==> src/rtl/dcp_pkg.sv <==
package dcp_pkg;

    typedef enum logic {
        PGM_SERIAL   = 1'b0,
        PGM_PARALLEL = 1'b1
    } pgm_mode_e;

endpackage

==> src/rtl/dcp_strobe.sv <==
module dcp_strobe (
    input  logic clk,
    input  logic rst_n,
    input  logic en_i,
    input  logic sclk_i,
    output logic en_fall,
    output logic sclk_rise
);

    typedef struct packed {
        logic en;
        logic sclk;
    } strb_t;

    strb_t s_d, s_q;

    always_comb begin
        s_d.en   = en_i;
        s_d.sclk = sclk_i;
    end

    always_ff @(posedge clk or negedge rst_n) begin
        if (!rst_n) s_q <= '0;
        else        s_q <= s_d;
    end

    assign en_fall   = s_q.en & ~en_i;
    assign sclk_rise = sclk_i & ~s_q.sclk;

endmodule

==> src/rtl/dcp_shifter.sv <==
module dcp_shifter #(
    parameter int W = 8
) (
    input  logic         clk,
    input  logic         rst_n,
    input  logic         shift_en,
    input  logic         din,
    output logic [W-1:0] sr
);

    typedef struct packed {
        logic [W-1:0] bits;
    } shf_t;

    shf_t r_d, r_q;

    always_comb begin
        r_d = r_q;
        if (shift_en) r_d.bits = {r_q.bits[W-2:0], din};
    end

    always_ff @(posedge clk or negedge rst_n) begin
        if (!rst_n) r_q <= '0;
        else        r_q <= r_d;
    end

    assign sr = r_q.bits;

endmodule

==> src/rtl/dcp_settle.sv <==
module dcp_settle #(
    parameter int SETTLE_CYC = 6
) (
    input  logic clk,
    input  logic rst_n,
    input  logic load,
    output logic busy
);

    localparam int CNT_W = $clog2(SETTLE_CYC + 1);

    typedef struct packed {
        logic [CNT_W-1:0] cnt;
    } set_t;

    set_t t_d, t_q;

    always_comb begin
        t_d = t_q;
        if (load)               t_d.cnt = CNT_W'(SETTLE_CYC);
        else if (t_q.cnt != '0) t_d.cnt = t_q.cnt - 1'b1;
    end

    always_ff @(posedge clk or negedge rst_n) begin
        if (!rst_n) t_q <= '0;
        else        t_q <= t_d;
    end

    assign busy = (t_q.cnt != '0);

endmodule

==> src/rtl/dly_code_prog.sv <==
module dly_code_prog #(
    parameter int CODE_W     = 8,
    parameter int SETTLE_CYC = 6
) (
    input  logic              clk,
    input  logic              rst_n,
    input  logic              mode_par,
    input  logic              en_i,
    input  logic              sclk_i,
    input  logic              sdata_i,
    input  logic [CODE_W-1:0] par_code_i,
    output logic [CODE_W-1:0] code_o,
    output logic              sdo_o,
    output logic              settle_o
);
    import dcp_pkg::*;

    typedef struct packed {
        logic [CODE_W-1:0] code;
    } act_t;

    pgm_mode_e         mode;
    logic              en_fall;
    logic              sclk_rise;
    logic              shift_go;
    logic [CODE_W-1:0] shreg;
    logic              code_chg;
    act_t              a_d, a_q;

    assign mode = pgm_mode_e'(mode_par);

    dcp_strobe u_strb (
        .clk       (clk),
        .rst_n     (rst_n),
        .en_i      (en_i),
        .sclk_i    (sclk_i),
        .en_fall   (en_fall),
        .sclk_rise (sclk_rise)
    );

    assign shift_go = (mode == PGM_SERIAL) && en_i && sclk_rise;

    dcp_shifter #(.W(CODE_W)) u_shf (
        .clk      (clk),
        .rst_n    (rst_n),
        .shift_en (shift_go),
        .din      (sdata_i),
        .sr       (shreg)
    );

    always_comb begin
        a_d = a_q;
        if (mode == PGM_PARALLEL) begin
            if (en_i) a_d.code = par_code_i;
        end else if (en_fall) begin
            a_d.code = shreg;
        end
    end

    always_ff @(posedge clk or negedge rst_n) begin
        if (!rst_n) a_q <= '0;
        else        a_q <= a_d;
    end

    assign code_chg = (a_d.code != a_q.code);

    dcp_settle #(.SETTLE_CYC(SETTLE_CYC)) u_set (
        .clk   (clk),
        .rst_n (rst_n),
        .load  (code_chg),
        .busy  (settle_o)
    );

    assign code_o = a_q.code;
    assign sdo_o  = (mode == PGM_PARALLEL) ? par_code_i[0] : shreg[CODE_W-1];

endmodule

==> config.mk <==
export PLATFORM = sky130hd
export DESIGN_NAME = dly_code_prog
export DESIGN_NICKNAME = d
export VERILOG_FILES = /design/src/rtl/dcp_pkg.sv /design/src/rtl/dcp_strobe.sv /design/src/rtl/dcp_shifter.sv /design/src/rtl/dcp_settle.sv /design/src/rtl/dly_code_prog.sv
export SDC_FILE = /design/constraint.sdc
export NUM_CORES = 1
export LEC_CHECK = 0
export ABC_CLOCK_PERIOD_IN_PS = 1700
export CORE_ASPECT_RATIO = 0.7
export CORE_MARGIN = 5
export CORE_UTILIZATION = 30
export DETAILED_ROUTE_END_ITERATION = 10
export MAX_ROUTING_LAYER = met4
export PLACE_DENSITY = 0.5
export SLEW_MARGIN = 20
export SYNTH_ARGS = -nofsm -noshare
export SYNTH_HDL_FRONTEND = slang
export SYNTH_HIERARCHICAL = 1
export SYNTH_SLANG_ARGS = --single-unit
==> constraint.sdc <==
create_clock -name clk -period 1.7 [get_ports clk]
set_input_delay 0.34 -clock clk [delete_from_list [all_inputs] [get_ports clk]]
set_output_delay 0.34 -clock clk [all_outputs]
set_load 0.01 [all_outputs]
# Word-level counts from Yosys, hierarchy flattened
# Index checks and enable logic that the tools add are counted.
# Widths: inputs -> output; s select.
[classes] add_sub_neg=1 n_eq_ne=1 mux=6 bitwise_logic=5 reduce_logical=4
[op_table] op="$mux 8" n=3
[op_table] op="$ne 8x8->1" n=1
[op_table] op="$mux 3" n=2
[op_table] op="$not 1->1" n=3
[op_table] op="$reduce_bool 3->1" n=1
[op_table] op="$sub 3x1->3 const B" n=1
[op_table] op="$and 1x1->1" n=2
[op_table] op="$logic_and 1x1->1" n=2
[op_table] op="$reduce_bool 2->1" n=1
[op_table] op="$mux 1" n=1
[totals] regBits=21 input_bits=14 output_inout_bits=10

# Depth between registers and ports, before layout
[logic_depth] ltp_word=6 depth_mapped=7 depth_no_buf=7

# Cells and area by module
# The synthesis kept the hierarchy.
[by_module_without_submodules] mod="dly_code_prog" n_inst=1 cells_each=67 area_per_inst_um2=661.9
[by_module_without_submodules] mod="dcp_shifter" n_inst=1 cells_each=17 area_per_inst_um2=331.6
[by_module_without_submodules] mod="dcp_settle" n_inst=1 cells_each=17 area_per_inst_um2=183.9
[by_module_without_submodules] mod="dcp_strobe" n_inst=1 cells_each=4 area_per_inst_um2=77.6

# Worst setup path after synthesis
# OpenSTA, ideal clock, no wires.
[synth_path] kind="register to register" start="register a_q, in the netlist code_o[6]" end="register u_set/t_q[1] (netlist bit)" setup_ns=0.132 arrival_ns=1.475 required_time_ns=1.568 path_slack_ns=0.094 path_stages_with_launch=6 path_buffers=0 synth_period_minus_slack_ns=1.606 path_cell_list="dfrtp_1 > xor2_1 > o41ai_1 > o211ai_1 > nor4b_1 > a31oi_1"
[synth_via] elab_chain_cells=4
[synth_rtl] element="start, declared" line="dly_code_prog.sv:28" rtl="act_t a_d, a_q;"
[synth_rtl] element="start signal, assigned" line="dly_code_prog.sv:61" rtl="if (!rst_n) a_q <= '0;"
[synth_rtl] element="start signal, assigned" line="dly_code_prog.sv:62" rtl="else a_q <= a_d;"
[synth_rtl] element="$mux 8, on equally long branches" line="dly_code_prog.sv:55, dly_code_prog.sv:54"
[synth_rtl] element="$mux 8" line="dly_code_prog.sv:53" rtl="if (mode == PGM_PARALLEL) begin"
[synth_rtl] element="$ne 8x8->1 *" line="dly_code_prog.sv:65" rtl="assign code_chg = (a_d.code != a_q.code);"
[synth_rtl] element="named net code_chg" line="dly_code_prog.sv:27" rtl="logic code_chg;"
[synth_rtl] element="$mux 3 / $reduce_bool 2->1 (equally long branches)"
[synth_rtl] element="end signal, assigned" line="dcp_settle.sv:26" rtl="else t_q <= t_d;"
[synth_rtl] element="end, declared" line="dcp_settle.sv:16" rtl="set_t t_d, t_q;"
# The timed path passes the listed nets; every way through them passes the cells marked *.
# A chain may end at the register's enable or synchronous reset.

# Worst setup path in the final report
[layout_path] start="register a_q, in the netlist code_o[3]" end="register u_set/t_q[0] (netlist bit)"
# Same word-level chain as after synthesis.

==> flow_metrics.tcl <==
set metrics [dict create \
    crit_required_ns 1.85 \
    clk_pin_slew_worst_paths_ns 0.08 \
    die_height_um 64.12 \
    rr_startpoint "code_o[3]" \
    arrival_ns 1.90 \
    hp-class "in2async" \
    drive_above_1_share_pct 34.84 \
    antenna_left 0 \
    finalHoldViolCount 0 \
    postSynthCellCount 105 \
    grt_setup_unrepaired "yes" \
    ys_types 27 \
    comb_power_share_pct 41.8 \
    timing_worst_setup_path_type "reg2reg" \
    critPathLaunchType "flop" \
    peakVddDrop_v 0.0003207 \
    ctsHoldBuffers 0 \
    fillCellCount 372 \
    grt_util_all_layers_pct 10.54 \
    ioPinCount 24 \
    p_leak_nw 0.8804 \
    final_cell_mix "buf_4 (25), dfrtp_1 (21), dlygate4sd2_1 (10)" \
    fin_crit_ns 1.749 \
    ys_seq_elements 21 \
    synth_area_mm2 0.001255 \
    drtIter0Drc 22 \
    finalCritPeriodShare_pct 102.9 \
    seq_area_frac_synth_pct 41.87 \
    start_util_pct 31.61 \
    power.switching_w 0.0005406 \
    cts_buffer_depth 2 \
    vias_per_cell 4.430 \
    timing.fmax_mhz 571.9 \
    intPower_w 0.001203 \
    p_per_area_mw_per_mm2 952.4 \
    critPathLaunch "code_o[3]" \
    end_kind "flop" \
    clock_latency_ns 0.26 \
    antenna_found_initial 0 \
    wirelength_um 2840 \
    dieArea_mm2 0.005598 \
    core-area_mm2 0.003970 \
    grt_max_degree 22 \
    port-buffer-count 23 \
    clkPwrFrac_pct 19.0 \
    dp_slack_ns -0.5440 \
    maxCapViolations 0 \
    outcome "complete, but fails checks" \
    htree_levels 1 \
    syn_avg_cell_area_um2 11.95 \
    finalSetupViolations 2 \
    tightest_slew_ns 0.4028 \
    slew_headroom_pct 73.03 \
    cts_made_buffers 3 \
    mostFrequentLayoutCell "buf_4" \
    synth_nets 121 \
    die_w_um 87.31 \
    gp_congestion 0.7416 \
    grt_pass1_vias 894 \
    yosysWarningCount 6 \
    first_pass_iters 4 \
    row_count 19 \
    violations "negative setup slack" \
    clock_skew_ns 0.004505 \
    root_buffer "clkbuf_8" \
    setup_slack_ns -0.04869 \
    power.share.sequential_pct 39.2 \
    slew_viol_final 0 \
    p_sw_share_pct 31.01 \
    grt-ovfl-total 0 \
    cts.sinks 21 \
    cp_max_fo 4 \
    nets 172 \
    drcViolationCount 0 \
    wl_per_cell_um 13.72 \
    cts_tree "yes" \
    vias 917 \
    n_antenna_cell 0 \
    grt_pass1_wl_um 4374 \
    syn2layout_area_growth_pct 45.86 \
    power.total_w 0.001743 \
    hpwlAfterDp_um 2140 \
]
power groups by stage:
| stage | Clock [W] | Sequential (W) | Combinational, W |
|---|---|---|---|
| after floorplan | 0 | 0.000707 | 0.000344 |
| after global placement | 0 | 0.000682 | 0.000660 |
| after detailed placement | 0 | 0.000685 | 0.000674 |
| after CTS | 0.000344 | 0.000675 | 0.000680 |
| after global routing | 0.000351 | 0.000699 | 0.000794 |
| final | 0.000332 | 0.000683 | 0.000729 |
worst paths after layout:
check / to / slack (ns) / depth (start not counted)
hold reg to reg: u_shf/sr[7] / 0.61 / 1
setup reg to reg: u_set/t_q[0] / -0.05 / 7
hold / removal: u_strb/s_q[0] / 0.42 / 2
setup / recovery: u_set/t_q[0] / -0.05 / 7
min in group clk: code_o[6] / 0.47 / 3
max in group asynchronous: u_shf/sr[5] / 1.06 / 2
kinds of logic after synthesis:
| group | synth area share, % |
|---|---|
| AND/OR/NAND/NOR | 11.37 |
| buffers and inverters | 4.286 |
| AO/OA/AOI/OAI | 10.07 |
| multiplexers | 19.94 |
| adder cells (fa/ha/maj) | 1.994 |
| flip-flops | 41.87 |
| XOR/XNOR | 10.47 |
registers in the layout, summed over array words and instances (netlist names):
name and count:
code_o 8, u_set/t_q 3, u_shf/sr 8, u_strb/s_q 2
critical path: stages (launching register included):
cell and delay, ns:
dfrtp_1 0.43, xnor2_2 0.16, nand4_1 0.12, o41ai_2 0.07, o211ai_1 0.37, buf_4 0.19, nor2b_2 0.04, mux2_4 0.26
layer usage:
metal	vias to the layer above	wire, um	track usage (%)
met3	2	88	3.466
li1	471	-	-
met1	434	1493	14.57
met5	-	0	-
met2	10	1241	14.94
met4	0	17	2.299
area by class of cell:
type / count / area [um^2] / share of cell area, %
clock buffer: 4 / 45.04 / 2.461
inverter: 3 / 11.26 / 0.6152
multi-input combinational: 76 / 728.2 / 39.78
sequential: 21 / 525.5 / 28.71
tap: 52 / 65.06 / 3.554
timing repair buffer: 51 / 455.4 / 24.88
synth_stat cells:
master	count	area share [%]
a211o_1	1	0.70
a211oi_1	7	4.2
a21oi_1	7	2.8
a31oi_1	1	0.50
and2b_1	3	1.8
buf_2	1	0.40
buf_6	3	2.7
clkbuf_1	1	0.30
dfrtp_1	21	42
ha_1	2	2.0
inv_1	3	0.90
mux2_2	1	0.90
mux2_4	9	11
mux2i_1	9	7.2
mux2i_2	1	1.1
nand2_1	1	0.30
nand2b_4	1	1.1
nand3_1	1	0.40
nand4_1	2	1.0
nor2_1	3	0.90
nor2b_1	6	3.0
nor2b_4	2	2.2
nor4b_1	1	0.70
o211ai_1	2	1.2
o41ai_1	1	0.70
xnor2_1	12	8.4
xor2_1	3	2.1
timing repair:
item | in CTS | in global routing
pin swaps | 7 | 4
buffers inserted | 2 | 1
setup endpoints to repair | 7 | 6
resized for setup | 15 | 16
stage by stage:
| step | setup TNS, ns | cell area, um^2 | util, % | std cells | hold WS [ns] |
|---|---|---|---|---|---|
| floorplan | 0 | 1255 | - | 105 | 0.04441 |
| global placement | -4.297 | 1695 | 42.70 | 200 | 0.5527 |
| detailed placement | -4.748 | 1695 | 42.70 | 200 | 0.5788 |
| CTS | -0.03781 | 1755 | 44.22 | 206 | 0.4300 |
| global route | -0.2648 | 1831 | 46.11 | 207 | 0.4552 |
| finish | -0.05115 | 1831 | 46.11 | 207 | 0.4218 |
Note: power is estimated with default switching activity, not from simulation.
